[src/rtl/motor_seq_pkg.sv]
package motor_seq_pkg;

  typedef enum logic [1:0] {
    MODE_ALIGN = 2'd0,
    MODE_RAMP  = 2'd1,
    MODE_RUN   = 2'd2,
    MODE_BAD   = 2'd3
  } seq_mode_e;

endpackage

[src/rtl/seq_phase_timer.sv]
module seq_phase_timer #(
  parameter int W = 16
) (
  input  logic         clk,
  input  logic         rst_n,
  input  logic         clear,
  input  logic         count_en,
  input  logic [W-1:0] limit,
  output logic         done
);

  logic [W-1:0] cnt_q;

  // Phase ends on the cycle whose 1-based index reaches the limit; a limit of 0 acts as 1.
  function automatic logic reached(input logic [W-1:0] cnt, input logic [W-1:0] lim);
    logic [W:0] nxt;
    nxt = {1'b0, cnt} + {{W{1'b0}}, 1'b1};
    return nxt >= {1'b0, lim};
  endfunction

  always_ff @(posedge clk) begin
    if (!rst_n) begin
      cnt_q <= '0;
    end else if (clear) begin
      cnt_q <= '0;
    end else if (count_en) begin
      cnt_q <= cnt_q + 1'b1;
    end
  end

  assign done = reached(cnt_q, limit);

endmodule

[src/rtl/ramp_nco.sv]
module ramp_nco #(
  parameter int ACC_W  = 16,
  parameter int RATE_W = 12
) (
  input  logic              clk,
  input  logic              rst_n,
  input  logic              clear,
  input  logic              step_en,
  input  logic [RATE_W-1:0] accel,
  input  logic [RATE_W-1:0] rate_max,
  output logic              wrap,
  output logic [RATE_W-1:0] rate_q
);

  localparam int PAD_W = ACC_W - RATE_W + 1;

  logic [ACC_W-1:0]  acc_q;
  logic [RATE_W-1:0] rate_nxt;
  logic [ACC_W-1:0]  acc_nxt;

  function automatic logic [RATE_W-1:0] next_rate(input logic [RATE_W-1:0] cur,
                                                   input logic [RATE_W-1:0] stp,
                                                   input logic [RATE_W-1:0] lim);
    logic [RATE_W:0] sum;
    sum = {1'b0, cur} + {1'b0, stp};
    return (sum > {1'b0, lim}) ? lim : sum[RATE_W-1:0];
  endfunction

  function automatic logic [ACC_W:0] accumulate(input logic [ACC_W-1:0] acc,
                                                input logic [RATE_W-1:0] inc);
    return {1'b0, acc} + {{PAD_W{1'b0}}, inc};
  endfunction

  always_comb begin
    rate_nxt          = next_rate(rate_q, accel, rate_max);
    {wrap, acc_nxt}   = accumulate(acc_q, rate_nxt);
  end

  always_ff @(posedge clk) begin
    if (!rst_n) begin
      acc_q  <= '0;
      rate_q <= '0;
    end else if (clear) begin
      acc_q  <= '0;
      rate_q <= '0;
    end else if (step_en) begin
      acc_q  <= acc_nxt;
      rate_q <= rate_nxt;
    end
  end

endmodule

[src/rtl/seq_mode_ctrl.sv]
module seq_mode_ctrl
  import motor_seq_pkg::*;
(
  input  logic      clk,
  input  logic      rst_n,
  input  logic      uv_fault,
  input  logic      phase_done,
  output seq_mode_e mode_q,
  output logic      timer_clear,
  output logic      timer_en,
  output logic      nco_clear,
  output logic      nco_en,
  output logic      strobe_gate,
  output logic      hold,
  output logic      sense_en
);

  seq_mode_e mode_nxt;

  always_comb begin
    mode_nxt = mode_q;
    if (uv_fault) begin
      mode_nxt = MODE_ALIGN;
    end else begin
      unique case (mode_q)
        MODE_ALIGN: if (phase_done) mode_nxt = MODE_RAMP;
        MODE_RAMP:  if (phase_done) mode_nxt = MODE_RUN;
        MODE_RUN:   mode_nxt = MODE_RUN;
        default:    mode_nxt = MODE_ALIGN;
      endcase
    end
  end

  always_ff @(posedge clk) begin
    if (!rst_n) mode_q <= MODE_ALIGN;
    else        mode_q <= mode_nxt;
  end

  assign timer_en    = (mode_q == MODE_ALIGN) || (mode_q == MODE_RAMP);
  assign timer_clear = uv_fault || (mode_nxt != mode_q);
  assign nco_en      = (mode_q == MODE_RAMP);
  assign nco_clear   = uv_fault || (mode_q != MODE_RAMP);
  assign strobe_gate = (mode_q == MODE_RAMP) && !uv_fault;
  assign hold        = (mode_q == MODE_ALIGN);
  assign sense_en    = (mode_q == MODE_RUN);

endmodule

[src/rtl/motor_start_seq.sv]
module motor_start_seq
  import motor_seq_pkg::*;
#(
  parameter int TIME_W = 16,
  parameter int ACC_W  = 16,
  parameter int RATE_W = 12
) (
  input  logic              clk,
  input  logic              rst_n,
  input  logic              uv_fault,
  input  logic [TIME_W-1:0] align_cycles,
  input  logic [TIME_W-1:0] ramp_cycles,
  input  logic [RATE_W-1:0] accel_step,
  input  logic [RATE_W-1:0] rate_max,
  output logic [1:0]        mode_o,
  output logic              adv_strobe,
  output logic              bemf_en,
  output logic              align_hold
);

  seq_mode_e         mode_q;
  logic              phase_done;
  logic              timer_clear;
  logic              timer_en;
  logic              nco_clear;
  logic              nco_en;
  logic              nco_wrap;
  logic              strobe_gate;
  logic [RATE_W-1:0] nco_rate;
  logic [TIME_W-1:0] phase_limit;

  assign phase_limit = (mode_q == MODE_RAMP) ? ramp_cycles : align_cycles;

  seq_mode_ctrl u_ctrl (
    .clk        (clk),
    .rst_n      (rst_n),
    .uv_fault   (uv_fault),
    .phase_done (phase_done),
    .mode_q     (mode_q),
    .timer_clear(timer_clear),
    .timer_en   (timer_en),
    .nco_clear  (nco_clear),
    .nco_en     (nco_en),
    .strobe_gate(strobe_gate),
    .hold       (align_hold),
    .sense_en   (bemf_en)
  );

  seq_phase_timer #(.W(TIME_W)) u_timer (
    .clk     (clk),
    .rst_n   (rst_n),
    .clear   (timer_clear),
    .count_en(timer_en),
    .limit   (phase_limit),
    .done    (phase_done)
  );

  ramp_nco #(.ACC_W(ACC_W), .RATE_W(RATE_W)) u_nco (
    .clk     (clk),
    .rst_n   (rst_n),
    .clear   (nco_clear),
    .step_en (nco_en),
    .accel   (accel_step),
    .rate_max(rate_max),
    .wrap    (nco_wrap),
    .rate_q  (nco_rate)
  );

  assign adv_strobe = nco_wrap && strobe_gate;
  assign mode_o     = mode_q;

endmodule

[config.mk]
export PLATFORM = sky130hd
export DESIGN_NAME = motor_start_seq
export DESIGN_NICKNAME = d
export VERILOG_FILES = /design/src/rtl/motor_seq_pkg.sv /design/src/rtl/seq_phase_timer.sv /design/src/rtl/ramp_nco.sv /design/src/rtl/seq_mode_ctrl.sv /design/src/rtl/motor_start_seq.sv
export SDC_FILE = /design/constraint.sdc
export NUM_CORES = 1
export LEC_CHECK = 0
export BUFFER_PORTS_ARGS = -buffer_cell sky130_fd_sc_hd__buf_2
export CAP_MARGIN = 20
export CORE_MARGIN = 2
export CORE_UTILIZATION = 50
export DETAILED_ROUTE_END_ITERATION = 10
export PLACE_DENSITY = 0.72
export SYNTH_ARGS = -nofsm -noshare
export SYNTH_HDL_FRONTEND = slang
export SYNTH_SLANG_ARGS = --single-unit
[constraint.sdc]
create_clock -name clk -period 12 [get_ports clk]
set_clock_uncertainty 0.05 [all_clocks]
set_input_delay 1.2 -clock clk [delete_from_list [all_inputs] [get_ports clk]]
set_output_delay 1.2 -clock clk [all_outputs]
set_load 0.01 [all_outputs]
==> reports/qor.txt <==
Hold Path Class = reg2reg
Worst slack at placement = 4.47 ns
Fmax = 0.132 GHz
Sequential share of power = 0.482
Global routing met3 resource utilization = 0.0241
Mean post-synth cell area = 8.25 um2
Clock Tree Buf Depth = 2
Post CTS Setup Buffer Count = 0
Final Hold Vio Count = 0
Drt first-iter violations = 198
Die Area = 8870 um2
Sink Count = 46
Setup TNS = 0 ns
Peak supply drop = 0.0427 mV
Pwr dens = 70.5 nW/um2
DP Wirelength = 7350 um
Top Usage Layer GRT = met2
Unrepaired setup endpoints after global routing = no
Drt wl/cell = 14.2 um
Comb power frac = 0.228
GPL Wtd Cong = 0.888
Largest cells by area after synthesis = dfxtp_1, ha_1, a21oi_1, mux2i_1, xnor2_1
IO Port Bufs = 63
Critical path endpoint category = primary output
Final Max Slew Viols = 0
CTS tree = built
Die Y = 94.2 um
Hold_sp = u_nco.acc_q[13]
Grt total ovfl = 0
Skew-Pair Late Insertion Delay = 0.30 ns
Setup CP Type = in2out
Leak = 2.07 nW
Largest net degree at the start of global routing = 25
Global Route met2 Usage = 0.351
Fill cell count = 725
Register area share after synthesis = 0.227
Register area = 921 um2
Area of the multi-input gates = 2960 um2
Worst Hold End = u_nco.acc_q[13]
Cell Area, Synth = 4070 um2
Clk pin slew, worst setup/hold paths = 0.08 ns
Reg2reg start = u_nco.rate_q[0]
Slew at the pin closest to its max-slew limit = 0.980 ns
Synthesized flop and latch total = 46
Cell taking the most area after synthesis = dfxtp_1
Worst Setup Start Kind = primary input
Cell variety after synth = 69
Clk pwr share = 0.290
Run status = complete, no violations
Final WL = 9220 um
Row count = 32
Slew HR = 0.344
CP Max Fanout = 12
Final setup violation count = 0
P_int = 0.224 mW
CTS Hold Bufs = 0
Root buffer cell = clkbuf_8
Reg-to-reg endpoint = u_nco.acc_q[13]
Drt drc = 0
Die X = 94.2 um
Vias per inst = 5.71
Synth top area share = 0.227
Arrival time worst endpoint = 6.35 ns
Fin nets = 661
Final worst path period share = 0.633
Max Cap Viol = 0
Non-filler cells, final = 649
Vias in the first global route = 3,477
Cells after DPL = 642
PnR Total Power = 0.318 mW
Async set-or-reset flop fraction in the synthesized netlist = 0
Sw power = 0.0938 mW
Final min period = 7.60 ns
First-pass iteration count of the detailed router = 4
Routing usage on met1 = 0.312
Detail Route Antenna Nets = 0
R2R Setup Slk = 6.48 ns
Vias after detailed routing = 3,703
EDFF count, synth = 0
Total CTS buffers = 5
Hold Path Stages = 2
GRT Util Overall = 0.218
Ant. Diodes = 0
Synth Warn # = 0
Layout area overhead = 10.9%
I/O pins = 64
CP required = 10.75 ns
Setup ws final = 4.40 ns
Initial antenna violation count = 0
Starting Density = 0.521
Core ar. = 7810 um2
Syn nets = 607
R2R cell count = 22
Post-synth top flop = dfxtp_1
Share of cells above drive strength 1 = 0.168
Synthesized instance count = 493
Resized Gates After CTS = 0
First-pass GRT wire length = 15,700 um
H-tree levels = 2
Sw Share = 0.295
[per-layer routing]
metal  up-vias  routed length, um
li1       1914                  -
met1      1689               4640
met2        91               3970
met3         9                520
met4         0                 92
met5         -                  0
[state kept, by name (all words and copies together), names as in the netlist]
register       flops
u_nco.acc_q       16
u_timer.cnt_q     16
u_nco.rate_q      12
u_ctrl.mode_q      2
[placed cells by master (no fill, tap or decap), types with 3 or more instances in the layout]
cell       n
buf_2     63
xnor2_1   18
clkbuf_8   5
a21oi_1   43
a22o_1     9
xor2_1    14
dfxtp_1   46
nand3_1   27
nor3_1    10
nor3b_1    3
nand2b_1   4
or2_2      4
nand4_1    6
a21o_1     7
nand2_1   41
a211oi_1   7
nor2_1    34
o21a_1     6
mux2i_1   17
o211ai_1   8
and2_1     3
o21ai_0   27
inv_1     26
o21bai_1   3
ha_1      53
[worst max-delay path, stage by stage]
cell and delay [ns]:
buf_2 0.08, ha_1 0.15, inv_1 0.05, fa_1 0.39
nand2b_1 0.21, a211o_2 0.35, and3b_4 0.20, a21oi_4 0.11
xnor2_1 0.19, ha_1 0.31, a21o_1 0.16, a211oi_1 0.28
nand2_1 0.11, o21ai_1 0.65, nand3_1 0.19, nand2_1 0.11
ha_1 0.19, fa_1 0.22, a21oi_1 0.10, o211ai_1 0.28
o2111ai_1 0.18, nand2_1 0.13, nand2_1 0.06, nor4b_1 0.25
buf_2 0.17
[power by group through the flow]
stage | registers (mW) | clock network (mW) | logic [mW]
final | 0.153 | 0.0922 | 0.0723
after global routing | 0.153 | 0.0994 | 0.0821
after CTS | 0.153 | 0.0951 | 0.0718
after detailed placement | 0.157 | 0 | 0.0713
after global placement | 0.157 | 0 | 0.0692
after floorplan | 0.157 | 0 | 0.0503
[cell type report]
cell class,count,area share
Multi-Input combinational cell,404,0.657
Sequential cell,46,0.204
Timing Repair Buffer,64,0.0716
Tap cell,102,0.0283
Inverter,26,0.0217
Clock buffer,7,0.0169
[logic make-up (layout without fill, tap and decap cells)]
group | count (synthesis) | after routing | synth area share
buffers and inverters | 43 | 97 | 0.0456
AND/OR/NAND/NOR | 158 | 158 | 0.204
adder cells (fa/ha/maj) | 55 | 55 | 0.173
flip-flops | 46 | 46 | 0.227
XOR/XNOR | 32 | 32 | 0.0689
multiplexers | 19 | 19 | 0.0474
AO/OA/AOI/OAI | 140 | 140 | 0.234
[cells in the mapped netlist (all sizes together), types with 2 or more instances]
| cell | number |
|---|---|
| o2111ai | 2 |
| a211o | 2 |
| o2111a | 2 |
| inv | 26 |
| nor2b | 2 |
| nand3b | 2 |
| or2 | 5 |
| a22o | 9 |
| clkbuf | 8 |
| o21a | 7 |
| xor2 | 14 |
| nand2b | 4 |
| o21ai | 29 |
| o31ai | 2 |
| dfxtp | 46 |
| a32oi | 2 |
| mux2i | 17 |
| a31oi | 2 |
| xnor2 | 18 |
| o32a | 2 |
| and3 | 2 |
| nor3 | 11 |
| o211ai | 8 |
| and2 | 3 |
| o21bai | 3 |
| fa | 2 |
| nor2 | 35 |
| nand4 | 7 |
| ha | 53 |
| and3b | 3 |
| nand2 | 41 |
| and4 | 2 |
| mux2 | 2 |
| a21o | 7 |
| o211a | 2 |
| or4 | 2 |
| or3 | 2 |
| a211oi | 7 |
| nand3 | 29 |
| buf | 9 |
| a41oi | 2 |
| a21oi | 46 |
| nor4 | 2 |
| nor3b | 3 |
[through the flow]
step | hold WS, ns | area (um2) | util
after global routing | 0.487 | 4510 | 0.577
after global placement | 0.442 | 4430 | 0.567
after CTS | 0.468 | 4510 | 0.577
final | 0.471 | 4510 | 0.577
after floorplan | 0.423 | 4070 | -
after detailed placement | 0.453 | 4430 | 0.567
[worst max path at each step]
| stage | from | to | depth (start not counted) |
|---|---|---|---|
| floorplan | accel_step[0] | adv_strobe | 23 |
| global placement | accel_step[0] | adv_strobe | 25 |
| detailed placement | accel_step[0] | adv_strobe | 25 |
| CTS | accel_step[0] | adv_strobe | 25 |
| global route | accel_step[0] | adv_strobe | 25 |
| finish | accel_step[0] | adv_strobe | 25 |
No activity file was read; power rests on OpenSTA's default activity.
